==> config.mk <==
export PLATFORM = sky130hd
export DESIGN_NAME = irq_agg
export DESIGN_NICKNAME = d
export VERILOG_FILES = /design/src/rtl/irq_agg_pkg.sv /design/src/rtl/irq_agg_cfg.sv /design/src/rtl/irq_agg_detect.sv /design/src/rtl/irq_agg_route.sv /design/src/rtl/irq_agg.sv
export SDC_FILE = /design/constraint.sdc
export NUM_CORES = 1
export LEC_CHECK = 0
export BUFFER_PORTS_ARGS = -buffer_cell sky130_fd_sc_hd__clkbuf_2
export CORE_MARGIN = 5
export CORE_UTILIZATION = 30
export CTS_CLUSTER_SIZE = 28
export DETAILED_ROUTE_END_ITERATION = 16
export SETUP_SLACK_MARGIN = 0.02
export SLEW_MARGIN = 20
export SYNTH_ARGS = -nofsm -noshare
export SYNTH_HDL_FRONTEND = slang
export SYNTH_SLANG_ARGS = --single-unit
==> constraint.sdc <==
create_clock -name clk -period 2.55 [get_ports clk]
set_input_delay 0.765 -clock clk [delete_from_list [all_inputs] [get_ports clk]]
set_output_delay 0.765 -clock clk [all_outputs]
set_load 0.03 [all_outputs]
==> src/rtl/irq_agg_pkg.sv <==
package irq_agg_pkg;

  typedef enum logic [1:0] {
    SEL_PRIO   = 2'd0,
    SEL_ENABLE = 2'd1,
    SEL_POLAR  = 2'd2,
    SEL_STATUS = 2'd3
  } reg_sel_e;

  // Edge seen between last sampled value and current input.
  function automatic logic edge_seen(logic prev, logic cur, logic falling);
    return falling ? (prev & ~cur) : (~prev & cur);
  endfunction

  // Next status value: sticky with W1C for edge sources, copy for level ones.
  function automatic logic next_status(logic edge_src, logic cur_status,
                                       logic hit, logic clr, logic level_in);
    return edge_src ? (hit | (cur_status & ~clr)) : level_in;
  endfunction

  // Does this source contribute to the requested line?
  function automatic logic line_hit(logic status, logic enable, logic prio,
                                    logic want_hi);
    return status & enable & (prio == want_hi);
  endfunction

endpackage

==> src/rtl/irq_agg_cfg.sv <==
module irq_agg_cfg
  import irq_agg_pkg::*;
#(
  parameter int               N_SRC    = 32,
  parameter logic [N_SRC-1:0] EDGE_CAP = '0
) (
  input  logic             clk,
  input  logic             rst_n,
  input  logic             wr_en,
  input  reg_sel_e         wr_sel,
  input  logic [N_SRC-1:0] wdata,
  output logic [N_SRC-1:0] prio_o,
  output logic [N_SRC-1:0] enable_o,
  output logic [N_SRC-1:0] polar_o
);

  logic prio_we, enable_we, polar_we;
  assign prio_we   = wr_en && (wr_sel == SEL_PRIO);
  assign enable_we = wr_en && (wr_sel == SEL_ENABLE);
  assign polar_we  = wr_en && (wr_sel == SEL_POLAR);

  always_ff @(posedge clk or negedge rst_n) begin
    if (!rst_n) begin
      prio_o   <= '0;
      enable_o <= '0;
    end else begin
      if (prio_we)   prio_o   <= wdata;
      if (enable_we) enable_o <= wdata;
    end
  end

  for (genvar i = 0; i < N_SRC; i++) begin : g_pol
    if (EDGE_CAP[i]) begin : g_cap
      logic pol_q;
      always_ff @(posedge clk or negedge rst_n) begin
        if (!rst_n)        pol_q <= 1'b0;
        else if (polar_we) pol_q <= wdata[i];
      end
      assign polar_o[i] = pol_q;
    end else begin : g_none
      assign polar_o[i] = 1'b0;
    end
  end


  polar_cap_chk: assert property (@(posedge clk) disable iff (!rst_n)
    polar_we |=> ((polar_o & ~EDGE_CAP) == '0));

endmodule

==> src/rtl/irq_agg_detect.sv <==
module irq_agg_detect
  import irq_agg_pkg::*;
#(
  parameter int               N_SRC    = 32,
  parameter logic [N_SRC-1:0] EDGE_CAP = '0
) (
  input  logic             clk,
  input  logic             rst_n,
  input  logic [N_SRC-1:0] src_i,
  input  logic [N_SRC-1:0] polar_i,
  input  logic [N_SRC-1:0] clr_i,
  output logic [N_SRC-1:0] status_o,
  output logic [N_SRC-1:0] edge_o
);

  for (genvar i = 0; i < N_SRC; i++) begin : g_src
    logic st_q;
    if (EDGE_CAP[i]) begin : g_edge
      logic prev_q;
      always_ff @(posedge clk or negedge rst_n) begin
        if (!rst_n) prev_q <= 1'b0;
        else        prev_q <= src_i[i];
      end
      assign edge_o[i] = edge_seen(prev_q, src_i[i], polar_i[i]);
      always_ff @(posedge clk or negedge rst_n) begin
        if (!rst_n) st_q <= 1'b0;
        else        st_q <= next_status(1'b1, st_q, edge_o[i], clr_i[i], src_i[i]);
      end
    end else begin : g_level
      logic unused_polar;
      assign unused_polar = polar_i[i];
      assign edge_o[i]    = 1'b0;
      always_ff @(posedge clk or negedge rst_n) begin
        if (!rst_n) st_q <= 1'b0;
        else        st_q <= next_status(1'b0, st_q, 1'b0, clr_i[i], src_i[i]);
      end
    end
    assign status_o[i] = st_q;
  end


  sticky_hold_chk: assert property (@(posedge clk) disable iff (!rst_n)
    1'b1 |=> ((status_o & $past(status_o & ~clr_i & EDGE_CAP))
              == $past(status_o & ~clr_i & EDGE_CAP)));


  edge_wins_chk: assert property (@(posedge clk) disable iff (!rst_n)
    1'b1 |=> ((status_o & $past(edge_o)) == $past(edge_o)));

endmodule

==> src/rtl/irq_agg_route.sv <==
module irq_agg_route
  import irq_agg_pkg::*;
#(
  parameter int N_SRC = 32
) (
  input  logic             clk,
  input  logic             rst_n,
  input  logic [N_SRC-1:0] status_i,
  input  logic [N_SRC-1:0] enable_i,
  input  logic [N_SRC-1:0] prio_i,
  output logic             hi_o,
  output logic             lo_o
);

  logic [N_SRC-1:0] hi_hit, lo_hit;

  for (genvar i = 0; i < N_SRC; i++) begin : g_hit
    assign hi_hit[i] = line_hit(status_i[i], enable_i[i], prio_i[i], 1'b1);
    assign lo_hit[i] = line_hit(status_i[i], enable_i[i], prio_i[i], 1'b0);
  end

  always_ff @(posedge clk or negedge rst_n) begin
    if (!rst_n) begin
      hi_o <= 1'b0;
      lo_o <= 1'b0;
    end else begin
      hi_o <= |hi_hit;
      lo_o <= |lo_hit;
    end
  end


  hi_line_chk: assert property (@(posedge clk) disable iff (!rst_n)
    (|(status_i & enable_i & prio_i)) |=> hi_o);


  lo_line_chk: assert property (@(posedge clk) disable iff (!rst_n)
    (|(status_i & enable_i & ~prio_i)) |=> lo_o);


  masked_quiet_chk: assert property (@(posedge clk) disable iff (!rst_n)
    (enable_i == '0) |=> (!hi_o && !lo_o));

endmodule

==> src/rtl/irq_agg.sv <==
module irq_agg
  import irq_agg_pkg::*;
#(
  parameter int               N_SRC    = 32,
  parameter int               DATA_W   = 32,
  parameter logic [N_SRC-1:0] EDGE_CAP = 32'h000F_FC00
) (
  input  logic              clk,
  input  logic              rst_n,
  input  logic [N_SRC-1:0]  src_i,
  input  logic              reg_we,
  input  logic [1:0]        reg_addr,
  input  logic [DATA_W-1:0] reg_wdata,
  output logic [DATA_W-1:0] reg_rdata,
  output logic              irq_hi_o,
  output logic              irq_lo_o
);

  reg_sel_e         sel;
  logic [N_SRC-1:0] wdata_src;
  logic [N_SRC-1:0] prio, enable, polar, status, edge_hit, clr;

  assign sel       = reg_sel_e'(reg_addr);
  assign wdata_src = reg_wdata[N_SRC-1:0];
  assign clr       = (reg_we && sel == SEL_STATUS) ? wdata_src : '0;

  irq_agg_cfg #(.N_SRC(N_SRC), .EDGE_CAP(EDGE_CAP)) u_cfg (
    .clk      (clk),
    .rst_n    (rst_n),
    .wr_en    (reg_we),
    .wr_sel   (sel),
    .wdata    (wdata_src),
    .prio_o   (prio),
    .enable_o (enable),
    .polar_o  (polar)
  );

  irq_agg_detect #(.N_SRC(N_SRC), .EDGE_CAP(EDGE_CAP)) u_detect (
    .clk      (clk),
    .rst_n    (rst_n),
    .src_i    (src_i),
    .polar_i  (polar),
    .clr_i    (clr),
    .status_o (status),
    .edge_o   (edge_hit)
  );

  irq_agg_route #(.N_SRC(N_SRC)) u_route (
    .clk      (clk),
    .rst_n    (rst_n),
    .status_i (status),
    .enable_i (enable),
    .prio_i   (prio),
    .hi_o     (irq_hi_o),
    .lo_o     (irq_lo_o)
  );

  always_comb begin
    reg_rdata = '0;
    unique case (sel)
      SEL_PRIO:   reg_rdata[N_SRC-1:0] = prio;
      SEL_ENABLE: reg_rdata[N_SRC-1:0] = enable;
      SEL_POLAR:  reg_rdata[N_SRC-1:0] = polar;
      SEL_STATUS: reg_rdata[N_SRC-1:0] = status;
    endcase
  end

endmodule

After elaboration in Yosys (flattened, before gate mapping)
Index checks and enable logic that the tools add are counted.

word-level totals
  bits in registers = 118
  output and inout bits = 34
  word-level logic and storage cells = 276

cells by class
  equality and inequality tests = 3
  muxes and demuxes = 12
  bitwise logic cells = 198
  reduce and logical (&&, ||, !) cells = 7

operators by type and width
  cell                count
  $pmux 32 s4         1
  $and 1x1->1         126
  $reduce_or 32->1    2
  $not 1->1           62
  $mux 20             1
  $mux 1              10
  $or 1x1->1          10
  $eq 2x2->1 const B  2
  $logic_and 1x1->1   4
  $eq 2x1->1 const B  1
  $logic_not 2->1     1

Depth between registers and ports, before layout
  word-level depth = 6
  mapped depth = 6
  gate-level depth less buffers = 4

Cells and area by module
From an unflattened synthesis, not the netlist that was laid out.

unflattened totals
  cell total of the unflattened synthesis = 516
  area total of the unflattened synthesis = 6,527.5 um^2

modules (own cells, without submodules)
  module          instances  cells an instance  area an instance (um^2)
  irq_agg_cfg     1          191                3,020.4
  irq_agg_detect  1          147                1,836.8
  irq_agg         1          81                 1,136.1
  irq_agg_route   1          97                 534.3

Least setup slack after synthesis
OpenSTA, ideal clock, no wires.

  kind = in2out
  from = input port reg_addr[0]
  to = output port reg_rdata[14]
  arrival time = 1.780 ns
  data required time = 1.785 ns
  slack = 0.005 ns
  cell stages on the path = 3
  path through = buf_6 > buf_2 > mux4_2

between the ends
  word-level cells in the longest chain between the ends = 2

RTL lines
  element                             RTL line       RTL
  from (decl)                         irq_agg.sv:12  input logic [1:0] reg_addr,
  $eq 2x2->1 (tied with other cells)  irq_agg.sv:60  unique case (sel)
  $pmux 32 s4 *                       irq_agg.sv:60
  to (decl)                           irq_agg.sv:14  output logic [DATA_W-1:0] reg_rdata,

Mark *: on every way between the ends. The rest lies on a longest branch, timed or not.

Worst setup path after layout
  from = input port reg_addr[1]
  to = output port reg_rdata[25]

The elaborated chain is that of the path after synthesis.

==> results.md <==
- Final hold violation count: 0
- FMAX: slightly below 400 MHz
- CP Data Required Time: 1.79 ns
- CP Capture Type: primary output
- Clk_skew: 0.01037 ns
- Share of layout cells above drive strength 1: a little under half
- Pleak: 3.276 nW
- Post-synthesis cell type count: 25
- Chip width: about 150 µm
- Seq/Total Area, Yosys: 53.78%
- Post-synthesis simple-gate area fraction: 10.78%
- Num Clock Sinks: 118
- Critical Path AT: 1.76 ns
- Kind of critical path: input port to primary output
- Min Tclk post-route: 2.522 ns
- Area delta synth->final: 33.59%
- Synth Area in XOR/XNOR: 0%
- Period utilization: 98.91%
- Post-Synthesis Cells: between 400 and 500
- Grt met2 use: a little under a quarter
- Synth top area share: 53.78%
- Top-count cell post-synth: dfrtp_1
- Top-Level Pins: 103
- Syn_nets: 484
- Mapped Avg Cell Area: between 10 and 15 µm²
- Placed cells: 745
- CTS clk-pin slew, worst paths: approximately 0.050 ns
- Cell mode on critical path: buf_12
- Netlist Area Pre-Place: 5490 µm²
- Area contributors post-synth: dfrtp_1 (54%), mux2_2 (13%), mux2_4 (8.2%), mux4_2 (4.1%), a22o_1 (3.5%)
- Gpl congestion: roughly 0.73
- Worst path bufs/invs: 4
- Global-route wire length before repair: 24.23 mm
- CP peak stage delay: 0.19 ns
- DRC: 0
- Yosys warning count: 0
- Gr busiest metal: met2
- Gr usage total: 14.53%
- Core area: 17960 µm²
- Finished Cell Area: 7335 µm²
- Adder-Cell Fraction of Synth Area: 0%
- Fillers: roughly 1700
- Unrepaired setup endpoints after global routing: yes
- CP Max Fanout: 14
- Max-cap violations: 0
- Final setup fails: 0
- Finished Layout Cells: 780
- Total Routed Length: 14.98 mm
- Clock buffer depth: 2
- Slew Viols, Final: 0
- Die Y: 145.3 µm
- Drt via density: between 5 and 6
- CP startpoint kind: input port
- Vias in the first global route: 4347
- Final Util: 40.83%
- Pre-antenna DRT Iters: 4
- IO Port Bufs: 102
- Num CTS Buffers: 17
- GRT Residual Overflow: 0
- Crit-path cells: clkbuf_16 > buf_12 > nor2_4 > buf_12 > a22o_1 > clkbuf_8
- DIE AREA: 21110 µm²
- Total number of vias: 4018
- Area leader, netlist: dfrtp_1
- Initial antenna violation count: 0
- Antenna cells: 0
- Main combinational cell family by area after synthesis: multiplexers
- PD cells: 851.2 nW/µm²
- Met3 Resource Use GR: 4.428%
- Class of the worst hold path: input port to async pin
- HPWL after DPL: between 10 and 15 mm
- Multi-input gate area: approximately 2400 µm²
- Latest clock arrival within the worst-skew pair: 0.42 ns
- Synth cell count leaders: dfrtp_1 (118), mux2_2 (62), nand2_1 (50)
- Crit path max-delay cell type: a22o_1
- CTS tree: built
- Setup TNS: 0 ns
- VDD IR-drop max: 653.3 µV
- Reg area: a little under 3000 µm²
- Largest net degree at the start of global routing: 119
- Ys flop type: dfrtp_1
- M1 GR Usage: 18.77%
- Post-synthesis compound-gate area fraction: 7.088%
- Initial Util: a little under a third
- DRT antenna net count: 0
- Multiplexer area fraction after synthesis: 25.84%
- H-tree levels: 4
- Routed len/inst: 19.20 µm
- Placed instance area: 6375 µm²
- Rows: a little under 50
- Total power after layout: 6.243 mW
- Post-synth ARST share: 100.0%
- Synth Register Bits: 118
- CTS Root Cell: clkbuf_16
- Status: finished, final reports clean
- Worst Tran Pin Value: between 0.6 and 0.7 ns
- EDFF count, synth: 0
- Initial DRC count: 211
- CP top delay family: buffers and inverters
- Total Nets Final: just over 600
- Slew HR: 56.08%
==> flip-flops by register name, summed over array words and instances, names as in the netlist <==
name,count
u_cfg.enable_o,32
u_cfg.prio_o,32
u_detect.g_src.st_q,32
u_cfg.g_pol.g_cap.pol_q,10
u_detect.g_src.g_edge.prev_q,10
u_route.hi_o,1
u_route.lo_o,1
==> final timing paths <==
path / from / cells past startpoint / endpoint / slack [ns]
worst max-delay path: reg_addr[1] / 6 / reg_rdata[25] / 0.03
worst min-delay path: rst_n / 2 / u_detect.g_src[15].st_q$_DFF_PN0_ / 0.42
worst max register to register: u_cfg.prio_o[24]$_DFFE_PN0P_ / 4 / u_route.lo_o$_DFF_PN0_ / 1.12
worst min register to register: u_cfg.enable_o[11]$_DFFE_PN0P_ / 1 / u_cfg.enable_o[11]$_DFFE_PN0P_ / 0.54
max in group asynchronous: rst_n / 2 / u_cfg.prio_o[20]$_DFFE_PN0P_ / 1.61
min in group clk: src_i[4] / 1 / u_detect.g_src[4].st_q$_DFF_PN0_ / 0.45
==> stage by stage <==
stage	setup slack (ns)	hold WS (ns)
2_1_floorplan	0.03986	0.4694
3_3_place_gp	-0.06970	0.5225
3_5_place_dp	-0.08698	0.5429
4_1_cts	-0.01049	0.4333
5_1_grt	-0.008731	0.4366
6_report	0.02790	0.4154
==> kinds of logic after synthesis <==
kind of cell           count (synthesis)
buffers and inverters                 19
AOI/OAI and AO/OA                     47
and+or+nand+nor                      125
DFF                                  118
muxes                                106
==> per-layer routing <==
metal | up-vias | part of all wire, %
li1 | 1810 | -
met1 | 2042 | 44
met4 | 0 | 2.1
met3 | 30 | 5.5
met5 | - | 0
met2 | 136 | 48
==> worst reg2reg max path, stage by stage (launching register included) <==
cell and delay [ns]:
dfrtp_1 0.39, nand3b_1 0.13, o2111ai_1 0.21, nor3_1 0.41, nand4_1 0.14
==> area by class of cell <==
| cell class | count | share of cell area (%) |
|---|---|---|
| flip-flops and latches | 118 | 40.26 |
| repair buffers | 126 | 14.41 |
| multi-input cells | 278 | 33.13 |
| clock inverters | 10 | 2.115 |
| clock buffers | 19 | 6.175 |
| well taps | 229 | 3.907 |
==> where the power goes <==
group          total [mW]  leakage, nW  internal (mW)  switching (mW)
Sequential           2.43         1.36           2.15           0.282
Combinational        1.32         1.62          0.709           0.606
Clock                2.50        0.296           1.66           0.835
==> cells in the final DEF (no fill, tap or decap) <==
cell / count
o22ai_1: 14
nand3b_1: 4
nand3_1: 32
buf_4: 20
nor2_1: 20
mux2_2: 61
o2111ai_1: 1
a22o_4: 3
clkbuf_8: 13
nand3b_4: 1
mux4_2: 10
bufinv_16: 4
a221o_1: 10
dfrtp_1: 118
clkbuf_16: 18
clkbuf_2: 70
buf_8: 6
and3_1: 1
buf_12: 7
clkinv_2: 4
nand4_1: 9
nor3_1: 1
nand2_1: 50
buf_16: 3
nor4_1: 5
a22o_1: 19
clkinvlp_4: 2
mux2_1: 4
nor2_4: 1
buf_6: 2
and2_4: 1
mux2_4: 31
clkbuf_4: 6
==> repair_timing <==
item,CTS,global route
resized for setup,57,15
hold buffers,0,0
cloned,3,0
pin swaps,1,3
setup buffers,2,1
endpoints found under the setup margin,32,27
Note: power is estimated with default switching activity, not from simulation.
